$ cat src/rtl/pio_rd_pkg.sv
// Package pio_rd_pkg
// Purpose: shared widths, word addresses and the address decoder for the
//          programmed-I/O read port.
// Assumes: a 7-bit word address and a 32-bit data word.
package pio_rd_pkg;

    localparam int WORD_W = 32;
    localparam int ADDR_W = 7;

    localparam logic [ADDR_W-1:0] A_IDENT  = 7'h00;
    localparam logic [ADDR_W-1:0] A_TICKS  = 7'h01;
    localparam logic [ADDR_W-1:0] A_STARTS = 7'h02;
    localparam logic [ADDR_W-1:0] A_STATUS = 7'h03;
    localparam logic [ADDR_W-1:0] A_RXDATA = 7'h10;
    localparam logic [ADDR_W-1:0] A_RXSTAT = 7'h11;

    typedef enum logic [2:0] {
        SEL_NONE,
        SEL_IDENT,
        SEL_TICKS,
        SEL_STARTS,
        SEL_STATUS,
        SEL_RXDATA,
        SEL_RXSTAT
    } sel_e;

    // Map a word address to the source it selects.
    function automatic sel_e decode(input logic [ADDR_W-1:0] a);
        case (a)
            A_IDENT:  return SEL_IDENT;
            A_TICKS:  return SEL_TICKS;
            A_STARTS: return SEL_STARTS;
            A_STATUS: return SEL_STATUS;
            A_RXDATA: return SEL_RXDATA;
            A_RXSTAT: return SEL_RXSTAT;
            default:  return SEL_NONE;
        endcase
    endfunction

endpackage

$ cat src/rtl/pio_rd_strobe.sv
// Module pio_rd_strobe
// Purpose: synchronizes the two active-low strobes, detects the start of a
//          read cycle, enforces the minimum gap between cycles and produces
//          the delayed driver enable.
// Assumes: strobes are asynchronous to clk. SYNC_STAGES >= 2. A cycle is
//          live only while both synchronized strobes stay low.
module pio_rd_strobe #(
    parameter int SYNC_STAGES = 2,
    parameter int GAP_CYCLES  = 2,
    parameter int DV_DELAY    = 0
) (
    input  logic clk,
    input  logic rst_n,
    input  logic cs_n,
    input  logic rd_n,
    output logic start,
    output logic live,
    output logic drive
);

    localparam int GAP_W = $clog2(GAP_CYCLES + 2);
    localparam int DV_W  = $clog2(DV_DELAY + 2);

    logic [1:0]       strobe_n;
    logic [1:0]       strobe_s;
    logic             act;
    logic             act_q;
    logic [GAP_W-1:0] gap_cnt;
    logic             gap_ok;
    logic [DV_W-1:0]  dv_cnt;

    assign strobe_n = {rd_n, cs_n};

    for (genvar g = 0; g < 2; g++) begin : g_sync
        logic [SYNC_STAGES-1:0] chain;
        // Shift the raw strobe through the synchronizer chain.
        always_ff @(posedge clk) begin
            if (!rst_n) chain <= '1;
            else        chain <= {chain[SYNC_STAGES-2:0], strobe_n[g]};
        end
        assign strobe_s[g] = chain[SYNC_STAGES-1];
    end

    assign act    = ~|strobe_s;
    assign gap_ok = gap_cnt >= GAP_W'(GAP_CYCLES);
    assign start  = act & ~act_q & gap_ok;
    assign drive  = live & act & (dv_cnt >= DV_W'(DV_DELAY));

    // Remember the previous combined strobe level for edge detection.
    always_ff @(posedge clk) begin
        if (!rst_n) act_q <= 1'b0;
        else        act_q <= act;
    end

    // Count idle periods between cycles; saturate once the gap is met.
    always_ff @(posedge clk) begin
        if (!rst_n)       gap_cnt <= GAP_W'(GAP_CYCLES);
        else if (act)     gap_cnt <= '0;
        else if (!gap_ok) gap_cnt <= gap_cnt + GAP_W'(1);
    end

    // Hold the cycle flag from start until either strobe releases.
    always_ff @(posedge clk) begin
        if (!rst_n) live <= 1'b0;
        else        live <= act & (live | start);
    end

    // Count cycles since start to delay the data drivers.
    always_ff @(posedge clk) begin
        if (!rst_n)                                  dv_cnt <= '0;
        else if (start)                              dv_cnt <= '0;
        else if (live && dv_cnt < DV_W'(DV_DELAY))   dv_cnt <= dv_cnt + DV_W'(1);
    end


    live_after_start_chk: assert property (@(posedge clk) disable iff (!rst_n)
        start |=> live);


    no_restart_chk: assert property (@(posedge clk) disable iff (!rst_n)
        live |-> !start);


    drive_off_chk: assert property (@(posedge clk) disable iff (!rst_n)
        $fell(act) |-> !live || !drive);

endmodule

$ cat src/rtl/pio_rd_fifo.sv
// Module pio_rd_fifo
// Purpose: small first-word-fall-through FIFO read by the host port.
// Assumes: the head word is valid when level is non-zero. A push while full
//          and a pop while empty are both ignored.
module pio_rd_fifo #(
    parameter int WIDTH = 32,
    parameter int DEPTH = 4,
    parameter int LVL_W = $clog2(DEPTH + 1)
) (
    input  logic             clk,
    input  logic             rst_n,
    input  logic             push,
    input  logic [WIDTH-1:0] wdata,
    input  logic             pop,
    output logic [WIDTH-1:0] head,
    output logic [LVL_W-1:0] level,
    output logic             empty
);

    localparam int PTR_W = (DEPTH > 1) ? $clog2(DEPTH) : 1;

    logic [WIDTH-1:0] mem [DEPTH];
    logic [PTR_W-1:0] wr_ptr;
    logic [PTR_W-1:0] rd_ptr;
    logic             do_push;
    logic             do_pop;

    assign empty   = (level == '0);
    assign do_push = push & (level != LVL_W'(DEPTH));
    assign do_pop  = pop & ~empty;
    assign head    = mem[rd_ptr];

    // Store an accepted word at the write pointer.
    always_ff @(posedge clk) begin
        if (do_push) mem[wr_ptr] <= wdata;
    end

    // Advance pointers with wrap and track the fill level.
    always_ff @(posedge clk) begin
        if (!rst_n) begin
            wr_ptr <= '0;
            rd_ptr <= '0;
            level  <= '0;
        end else begin
            if (do_push)
                wr_ptr <= (wr_ptr == PTR_W'(DEPTH - 1)) ? '0 : wr_ptr + PTR_W'(1);
            if (do_pop)
                rd_ptr <= (rd_ptr == PTR_W'(DEPTH - 1)) ? '0 : rd_ptr + PTR_W'(1);
            level <= level + LVL_W'(do_push) - LVL_W'(do_pop);
        end
    end


    level_bound_chk: assert property (@(posedge clk) disable iff (!rst_n)
        level <= LVL_W'(DEPTH));


    empty_pop_chk: assert property (@(posedge clk) disable iff (!rst_n)
        pop && empty && !push |=> level == '0);

endmodule

$ cat src/rtl/pio_rd_port.sv
// Module pio_rd_port
// Purpose: host-facing read port. Takes a snapshot of the addressed word at
//          cycle start, pops FIFOs, keeps sticky underrun flags and drives
//          the data bus with per-half enables.
// Assumes: the address is stable when the cycle start is detected, bus16 is
//          a static strap, and FIFO_DEPTH <= 255 so each level fits 8 bits.
module pio_rd_port
    import pio_rd_pkg::*;
#(
    parameter int          SYNC_STAGES = 2,
    parameter int          GAP_CYCLES  = 2,
    parameter int          DV_DELAY    = 0,
    parameter int          FIFO_DEPTH  = 4,
    parameter int          CNT_W       = 32,
    parameter logic [31:0] ID_VAL      = 32'h5A17_C0DE
) (
    input  logic        clk,
    input  logic        rst_n,
    input  logic        cs_n,
    input  logic        rd_n,
    input  logic [6:0]  addr,
    input  logic        bus16,
    output logic [31:0] dout,
    output logic [1:0]  doe,
    input  logic        rxd_push,
    input  logic [31:0] rxd_wdata,
    input  logic        rxs_push,
    input  logic [31:0] rxs_wdata
);

    localparam int LVL_W = $clog2(FIFO_DEPTH + 1);
    localparam int HALF  = WORD_W / 2;

    logic              start;
    logic              live;
    logic              drive;
    sel_e              sel;
    logic [CNT_W-1:0]  ticks;
    logic [CNT_W-1:0]  starts;
    logic [1:0]        under_q;
    logic [WORD_W-1:0] rd_mux;
    logic [WORD_W-1:0] data_q;
    logic [WORD_W-1:0] status_w;

    logic [1:0]        push_v;
    logic [1:0]        pop_v;
    logic [1:0]        empty_v;
    logic [WORD_W-1:0] wdata_v [2];
    logic [WORD_W-1:0] head_v  [2];
    logic [LVL_W-1:0]  lvl_v   [2];

    pio_rd_strobe #(
        .SYNC_STAGES (SYNC_STAGES),
        .GAP_CYCLES  (GAP_CYCLES),
        .DV_DELAY    (DV_DELAY)
    ) u_strobe (
        .clk   (clk),
        .rst_n (rst_n),
        .cs_n  (cs_n),
        .rd_n  (rd_n),
        .start (start),
        .live  (live),
        .drive (drive)
    );

    assign sel        = decode(addr);
    assign push_v     = {rxs_push, rxd_push};
    assign wdata_v[0] = rxd_wdata;
    assign wdata_v[1] = rxs_wdata;
    assign pop_v[0]   = start & (sel == SEL_RXDATA);
    assign pop_v[1]   = start & (sel == SEL_RXSTAT);

    for (genvar q = 0; q < 2; q++) begin : g_fifo
        pio_rd_fifo #(
            .WIDTH (WORD_W),
            .DEPTH (FIFO_DEPTH),
            .LVL_W (LVL_W)
        ) u_fifo (
            .clk   (clk),
            .rst_n (rst_n),
            .push  (push_v[q]),
            .wdata (wdata_v[q]),
            .pop   (pop_v[q]),
            .head  (head_v[q]),
            .level (lvl_v[q]),
            .empty (empty_v[q])
        );
    end

    // Free-running tick counter, one step per clock.
    always_ff @(posedge clk) begin
        if (!rst_n) ticks <= '0;
        else        ticks <= ticks + CNT_W'(1);
    end

    // Count accepted cycle starts.
    always_ff @(posedge clk) begin
        if (!rst_n)     starts <= '0;
        else if (start) starts <= starts + CNT_W'(1);
    end

    // Set the sticky underrun flag of a FIFO popped while empty.
    always_ff @(posedge clk) begin
        if (!rst_n) under_q <= '0;
        else        under_q <= under_q | (pop_v & empty_v);
    end

    assign status_w = {8'h00, 8'(lvl_v[1]), 8'(lvl_v[0]), 6'h00, under_q};

    // Select the word that the current address reads.
    always_comb begin
        case (sel)
            SEL_IDENT:  rd_mux = ID_VAL;
            SEL_TICKS:  rd_mux = WORD_W'(ticks);
            SEL_STARTS: rd_mux = WORD_W'(starts);
            SEL_STATUS: rd_mux = status_w;
            SEL_RXDATA: rd_mux = empty_v[0] ? '0 : head_v[0];
            SEL_RXSTAT: rd_mux = empty_v[1] ? '0 : head_v[1];
            default:    rd_mux = '0;
        endcase
    end

    // Capture the snapshot once, at cycle start.
    always_ff @(posedge clk) begin
        if (!rst_n)     data_q <= '0;
        else if (start) data_q <= rd_mux;
    end

    assign doe[0]          = drive;
    assign doe[1]          = drive & ~bus16;
    assign dout[HALF-1:0]  = doe[0] ? data_q[HALF-1:0] : '0;
    assign dout[WORD_W-1:HALF] = doe[1] ? data_q[WORD_W-1:HALF] : '0;


    snap_hold_chk: assert property (@(posedge clk) disable iff (!rst_n)
        live && $past(live) |-> $stable(data_q));


    half_bus_chk: assert property (@(posedge clk) disable iff (!rst_n)
        bus16 |-> doe[1] == 1'b0 && dout[WORD_W-1:HALF] == '0);


    idle_quiet_chk: assert property (@(posedge clk) disable iff (!rst_n)
        !live |-> doe == 2'b00 && dout == '0);


    unmapped_chk: assert property (@(posedge clk) disable iff (!rst_n)
        start && sel == SEL_NONE |=> under_q == $past(under_q));

endmodule

$ cat config.mk
export PLATFORM = sky130hd
export DESIGN_NAME = pio_rd_port
export DESIGN_NICKNAME = d
export VERILOG_FILES = /design/src/rtl/pio_rd_pkg.sv /design/src/rtl/pio_rd_strobe.sv /design/src/rtl/pio_rd_fifo.sv /design/src/rtl/pio_rd_port.sv
export SDC_FILE = /design/constraint.sdc
export NUM_CORES = 1
export LEC_CHECK = 0
export ABC_AREA = 1
export BUFFER_PORTS_ARGS = -buffer_cell sky130_fd_sc_hd__clkbuf_2
export CELL_PAD_IN_SITES_DETAIL_PLACEMENT = 0
export CELL_PAD_IN_SITES_GLOBAL_PLACEMENT = 1
export CORE_ASPECT_RATIO = 2
export CORE_MARGIN = 4
export CORE_UTILIZATION = 35
export DETAILED_ROUTE_END_ITERATION = 7
export HOLD_SLACK_MARGIN = 0.06
export MAX_ROUTING_LAYER = met4
export PLACE_DENSITY_LB_ADDON = 0.1
export SLEW_MARGIN = 20
export SYNTH_ARGS = -nofsm -noshare
export SYNTH_HDL_FRONTEND = slang
export SYNTH_SLANG_ARGS = --single-unit
$ cat constraint.sdc
create_clock -name clk -period 2.59 [get_ports clk]
set_input_delay 0.259 -clock clk [delete_from_list [all_inputs] [get_ports clk]]
set_output_delay 0.259 -clock clk [all_outputs]
set_load 0.01 [all_outputs]
; Word-level counts from Yosys, hierarchy flattened
; Memories as Yosys holds them, arrays and structs flattened. A register that Yosys moved wholly into a read port is not among the register bits.
; Cells that the tools add are included.
[classes]
eq_ne = 18
reduce_logical = 8
addsub = 12
n_lt_le_gt_ge = 3
muxes = 20
bitwise = 20
[ops]
columns = cell, n
row1 = $pmux 32 s6, 1
row2 = $add 32x1->32 const B, 2
row3 = $mux 32, 2
row4 = $mux 16, 2
row5 = $mux 2, 10
row6 = $pmux 3 s6, 1
row7 = $eq 7x2->1 const B, 2
row8 = $eq 7x5->1 const B, 2
row9 = $and 1x1->1, 12
row10 = $add 2x1->2 const B, 5
row11 = $eq 3x3->1 const B, 3
row12 = $eq 2x2->1 const B, 4
row13 = $eq 7x1->1 const B, 1
row14 = $logic_not 7->1, 1
row15 = $add 3x1->3, 2
row16 = $eq 3x2->1 const B, 2
row17 = $logic_not 3->1, 2
row18 = $ne 3x3->1 const B, 2
row19 = $sub 3x1->3, 2
row20 = $not 1->1, 5
row21 = $mux 1, 4
row22 = $reduce_or 2->1, 2
row23 = $eq 3x1->1 const B, 1
row24 = $and 2x2->2, 1
row25 = other kinds (10), 10
[word_totals]
out_inout_bits = 34
input_bits = 78
n_memories = 2
reg_bits = 121
ramBits = 256
wordCells = 100
[mem_list]
columns = memory, words, word_bits, read_ports, rd_clocked_by_memory_dff, wr, line_no
row1 = g_fifo[0].u_fifo.mem, 4, 32, 1, 1, 1, pio_rd_fifo.sv:22  ; logic [WIDTH-1:0] mem [DEPTH];
row2 = g_fifo[1].u_fifo.mem, 4, 32, 1, 1, 1, pio_rd_fifo.sv:22

; Longest topological paths before layout
[logic_depth]
ltp_word = 8
ltp_mapped = 15
ltp_nobuf = 14

; By module
; A second synthesis with hierarchy kept.
[hier_totals]
cells_unflattened = 1884
hier_area_um2 = 17367.9
[by_module_without_submodules]
columns = module, instances, cells_per_inst, area_per_inst_um2
row1 = pio_rd_fifo, 2, 373, 5263.8
row2 = pio_rd_port, 1, 1105, 6573.8
row3 = pio_rd_strobe, 1, 33, 266.5

; Worst setup path after synthesis
; OpenSTA, ideal clock, no wires.
[synth_path]
path_kind = register -> register
startpoint = reg g_fifo[1].u_fifo.level[1]
endpoint = mem g_fifo[1].u_fifo.mem[0][0], enable pin
slack_ns = 0.150
t_required_ns = 2.169
stages_incl_launch_ff = 3
t_arrival_ns = 2.019
period_less_slack_ns = 2.440
cell_sequence = dfxtp_1 -> o31ai_2 -> nor2_1
[synth_between]
elab_chain_cells = 4
[synth_rtl]
columns = element, line_no
row1 = "start, declared", pio_rd_fifo.sv:16  ; output logic [LVL_W-1:0] level,
row2 = "start signal, assigned", pio_rd_fifo.sv:49  ; level <= level + LVL_W'(do_push) - LVL_W'(do_pop);
row3 = $ne 3x3->1, pio_rd_fifo.sv:29  ; assign do_push = push & (level != LVL_W'(DEPTH));
row4 = $and 1x1->1, pio_rd_fifo.sv:29
row5 = $mux 1, pio_rd_fifo.sv:35  ; if (do_push) mem[wr_ptr] <= wdata;
row6 = $mux 1 (implied by the code), pio_rd_fifo.sv:35
row7 = "end, declared", pio_rd_fifo.sv:22
; No other way between the ends.

; Worst setup path in the final report
[layout_path]
startpoint = reg u_strobe.g_sync[0].chain[1]
endpoint = out dout[25]
[layout_between]
elab_chain_cells = 6
[layout_rtl]
columns = element, line_no
row1 = "start, declared", pio_rd_strobe.sv:35  ; logic [SYNC_STAGES-1:0] chain;
row2 = "start signal, assigned", pio_rd_strobe.sv:39  ; else chain <= {chain[SYNC_STAGES-2:0], strobe_n[g]};
row3 = $reduce_or 2->1, pio_rd_strobe.sv:44  ; assign act = ~|strobe_s;
row4 = $logic_not 1->1, pio_rd_strobe.sv:44
row5 = $and 1x1->1 (2 in a row), pio_rd_strobe.sv:47  ; assign drive = live & act & (dv_cnt >= DV_W'(DV_DELAY));
row6 = $and 1x1->1, pio_rd_port.sv:130  ; assign doe[1] = drive & ~bus16;
row7 = $mux 16, pio_rd_port.sv:132  ; assign dout[WORD_W-1:HALF] = doe[1] ? data_q[WORD_W-1:HALF] : '0;
row8 = "end, declared", pio_rd_port.sv:23  ; output logic [31:0] dout,
; No other way between the ends.

==> metrics.md <==
| Metric | Value |
|---|---|
| Vias in the first global route | 13600 |
| Rows | 114 |
| Critical Path End Type | primary output |
| Critical path class | reg2out |
| TritonCTS Buffers | 37 |
| Hold Path Class | in2reg |
| Yosys reg bits | 380 |
| Top cells by area, synth | edfxtp_1 45%, dfxtp_1 14%, nand2_1 8.8% |
| Initial Util | 35.6% |
| Pwr Total | 13.3 mW |
| Fillers | 4921 |
| RSZ-0062 raised after global routing | no |
| Layout Skew | 22.4 ps |
| Worst-case reg-to-reg path depth | 13 |
| Setup_tns | 0 ps |
| Global-route wire length before repair | 84400 um |
| Final setup fails | 0 |
| Yosys cell types | 46 |
| DPL Wire Length | 40900 um |
| Final setup margin | 261 ps |
| Worst-Margin Slew | 740 ps |
| Crit path max-delay family | simple AND/OR/NAND/NOR gates |
| Worst-Skew Late Latency | 540 ps |
| Critical-path top delay cell | dfxtp_1 |
| Max-Cap Viols | 0 |
| Worst vdd ir | 0.542 mV |
| Adder-cell area share of the yosys netlist | 1.32% |
| Multi-input logic area | 5960 um2 |
| Clock slew at reported path FFs | 60 ps |
| Ys Warns | 0 |
| Max clock buf depth | 3 |
| Critical path's largest stage delay | 320 ps |
| H-tree levels | 2 |
| Total track usage | 22.1% |
| Most frequent CP cell | nor2_2 |
| Worst setup path startpoint | u_strobe.g_sync[0].chain[1] |
| Pleak | 7.89 nW |
| Compound-gate portion of the synthesized area | 8.61% |
| Hold worst-path end | ticks[0] |
| Dpl cells | 2632 |
| Final WL | 56700 um |
| Synth Instances | 1912 |
| I/O Pins | 112 |
| Largest net degree at the start of global routing | 65 |
| FMAX | 429 MHz |
| Clk sinks | 380 |
| FF-to-FF Start | u_strobe.g_sync[0].chain[1] |
| Global placement routability congestion | 0.953 |
| XOR/XNOR Fraction of Synth Area | 0.914% |
| Pre-antenna DRT Iters | 6 |
| Area after DPL | 18800 um2 |
| Reg2reg end | g_fifo[1].u_fifo.level[2] |
| Most frequent cells in the layout | 402 x nand2_1, 275 x nor2_1, 256 x edfxtp_1 |
| Status | completed |
| GR Overflow Total | 0 |
| Leading area contributor after synthesis | edfxtp_1 |
| Primary FF master, synth | edfxtp_1 |
| Wire length per cell | 20.5 um |
| Period minus WS final | 2330 ps |
| CP arrival | 2070 ps |
| Final Non-Filler Cells | 2764 |
| Layout cells sized above 1 | 13.1% |
| Post-synthesis mux area share | 0% |
| TritonCTS clock tree | yes |
| Final ANT Viol Nets | 0 |
| Fin area | 20600 um2 |
| Worst slack, placed | 252 ps |
| Die Area | 53100 um2 |
| Final Hold Fails | 0 |
| Layout area overhead | 19.4% |
| Vias per cell | 4.92 |
| Cell chain of the critical path | nor2_2 > nand2_1 > nor2_2 > clkinvlp_4 > buf_12 > nor2_1 > clkbuf_2 |
| Slew margin rel. | 50.7% |
| Mapped Nets | 2007 |
| Register Area | 10200 um2 |
| Nets | 2195 |
| Final core utilization | 42.5% |
| Crit Path Max Fanout | 10 |
| Number of antenna violations at the first check in global routing | 1 |
| Die Wd | 165 um |
| Final Cycle Share | 89.9% |
| Count of pins over their slew limit | 0 |
| Syn Area/Cell | 9.02 um2 |
| Asr flop ratio synth | 0% |
| Reg2reg setup slack | 360 ps |
| Synthesized area | 17200 um2 |
| Largest family of logic cells by synthesized area | simple AND/OR/NAND/NOR gates |
| Buf+Inv Stages, Crit Path | 3 |
| Clock root cell | clkbuf_16 |
| Port Buffers | 111 |
| Remaining routing DRC violations | 0 |
| Yosys top cell area share | 44.6% |
| Post-Synth Simple-Gate Area | 23.3% |
| Register area share after synthesis | 59.0% |
| Hold path depth | 3 |
| Startpoint Class | register |
| Die height | 322 um |
| Total core area | 48500 um2 |
| Initial detailed-routing violation count | 815 |
| Via count | 13600 |
| Worst Hold Launch | rst_n |
| Number of synthesized flops with an enable pin | 256 |
| PD cells | 647 nW/um2 |
| Worst Path Required | 2330 ps |
| Final hold slack | 155 ps |
| Commonest non-fill, non-tap cell in the layout | nand2_1 |
==> synthesized netlist by cell type, drive strengths merged, types with 2 or more instances <==
cell / number
a211oi: 3
a21oi: 93
buf: 39
clkbuf: 43
dfxtp: 124
edfxtp: 256
fa: 2
ha: 15
inv: 212
nand2: 409
nand3: 150
nand3b: 19
nand4: 14
nor2: 299
nor3: 21
nor3b: 3
o211a: 2
o211ai: 5
o21a: 2
o21ai: 140
o21bai: 9
o22ai: 21
o31ai: 2
or2: 8
xor2: 17
==> worst min-delay path: cells and delay by family <==
kind                   cells  cell delay, ps
buffers and inverters      2             270
AND/OR/NAND/NOR            1             130
==> layer usage <==
layer | vias to the layer above | track usage, % | share of wire [%]
li1 | 6679 | - | -
met1 | 6478 | 24.5 | 38
met2 | 334 | 38.9 | 53
met3 | 120 | 2.01 | 3.1
met4 | 0 | 11.3 | 6.1
met5 | - | - | 0
==> cell type report <==
type / count / share of cell area (%)
flip-flops and latches: 380 / 49.4
multi-input cells: 1237 / 28.9
repair buffers: 231 / 8.36
clock buffers: 50 / 4.94
inverters: 213 / 3.90
well taps: 638 / 3.87
clock inverters: 14 / 0.632
diodes: 1 / 0.0121
==> cell families (layout without fill, tap and decap cells) <==
group	Yosys count	in the layout
xor gates and xnor gates	18	18
DFF	380	380
buffers and inverters	295	508
other	0	1
AOI/OAI and AO/OA	277	277
adders and majority gates	17	17
and+or+nand+nor	925	925
==> sequential cells by signal (all words and copies together), names as in the netlist, 2 cells and up, named ones only <==
register / cells
g_fifo.u_fifo.wr_ptr: 4
under_q: 2
ticks: 32
u_strobe.gap_cnt: 2
starts: 32
data_q: 32
g_fifo.u_fifo.mem: 256
u_strobe.g_sync.chain: 4
g_fifo.u_fifo.rd_ptr: 4
g_fifo.u_fifo.level: 6
==> power by group <==
group          internal [mW]  switching (mW)  total [mW]
clock                   2.96            2.31        5.27
sequential              6.85          0.0963        6.95
combinational          0.364           0.758        1.12
==> worst max path at each step <==
stage                                  to  cells after the start
3_5_place_dp    g_fifo[1].u_fifo.level[2]                     15
2_1_floorplan  g_fifo[1].u_fifo.mem[0][0]                      2
3_3_place_gp    g_fifo[1].u_fifo.level[2]                     15
4_1_cts                          dout[20]                      7
5_1_grt                          dout[25]                      7
6_report                         dout[25]                      7
==> timing repair <==
action / in CTS / in global routing
setup endpoints to repair: 0 / 7
hold buffers: 66 / 0
buffers inserted: 0 / 1
gates resized for setup: 0 / 2
endpoints found under the hold margin: 258 / 0
(Power assumes the default switching activity.)
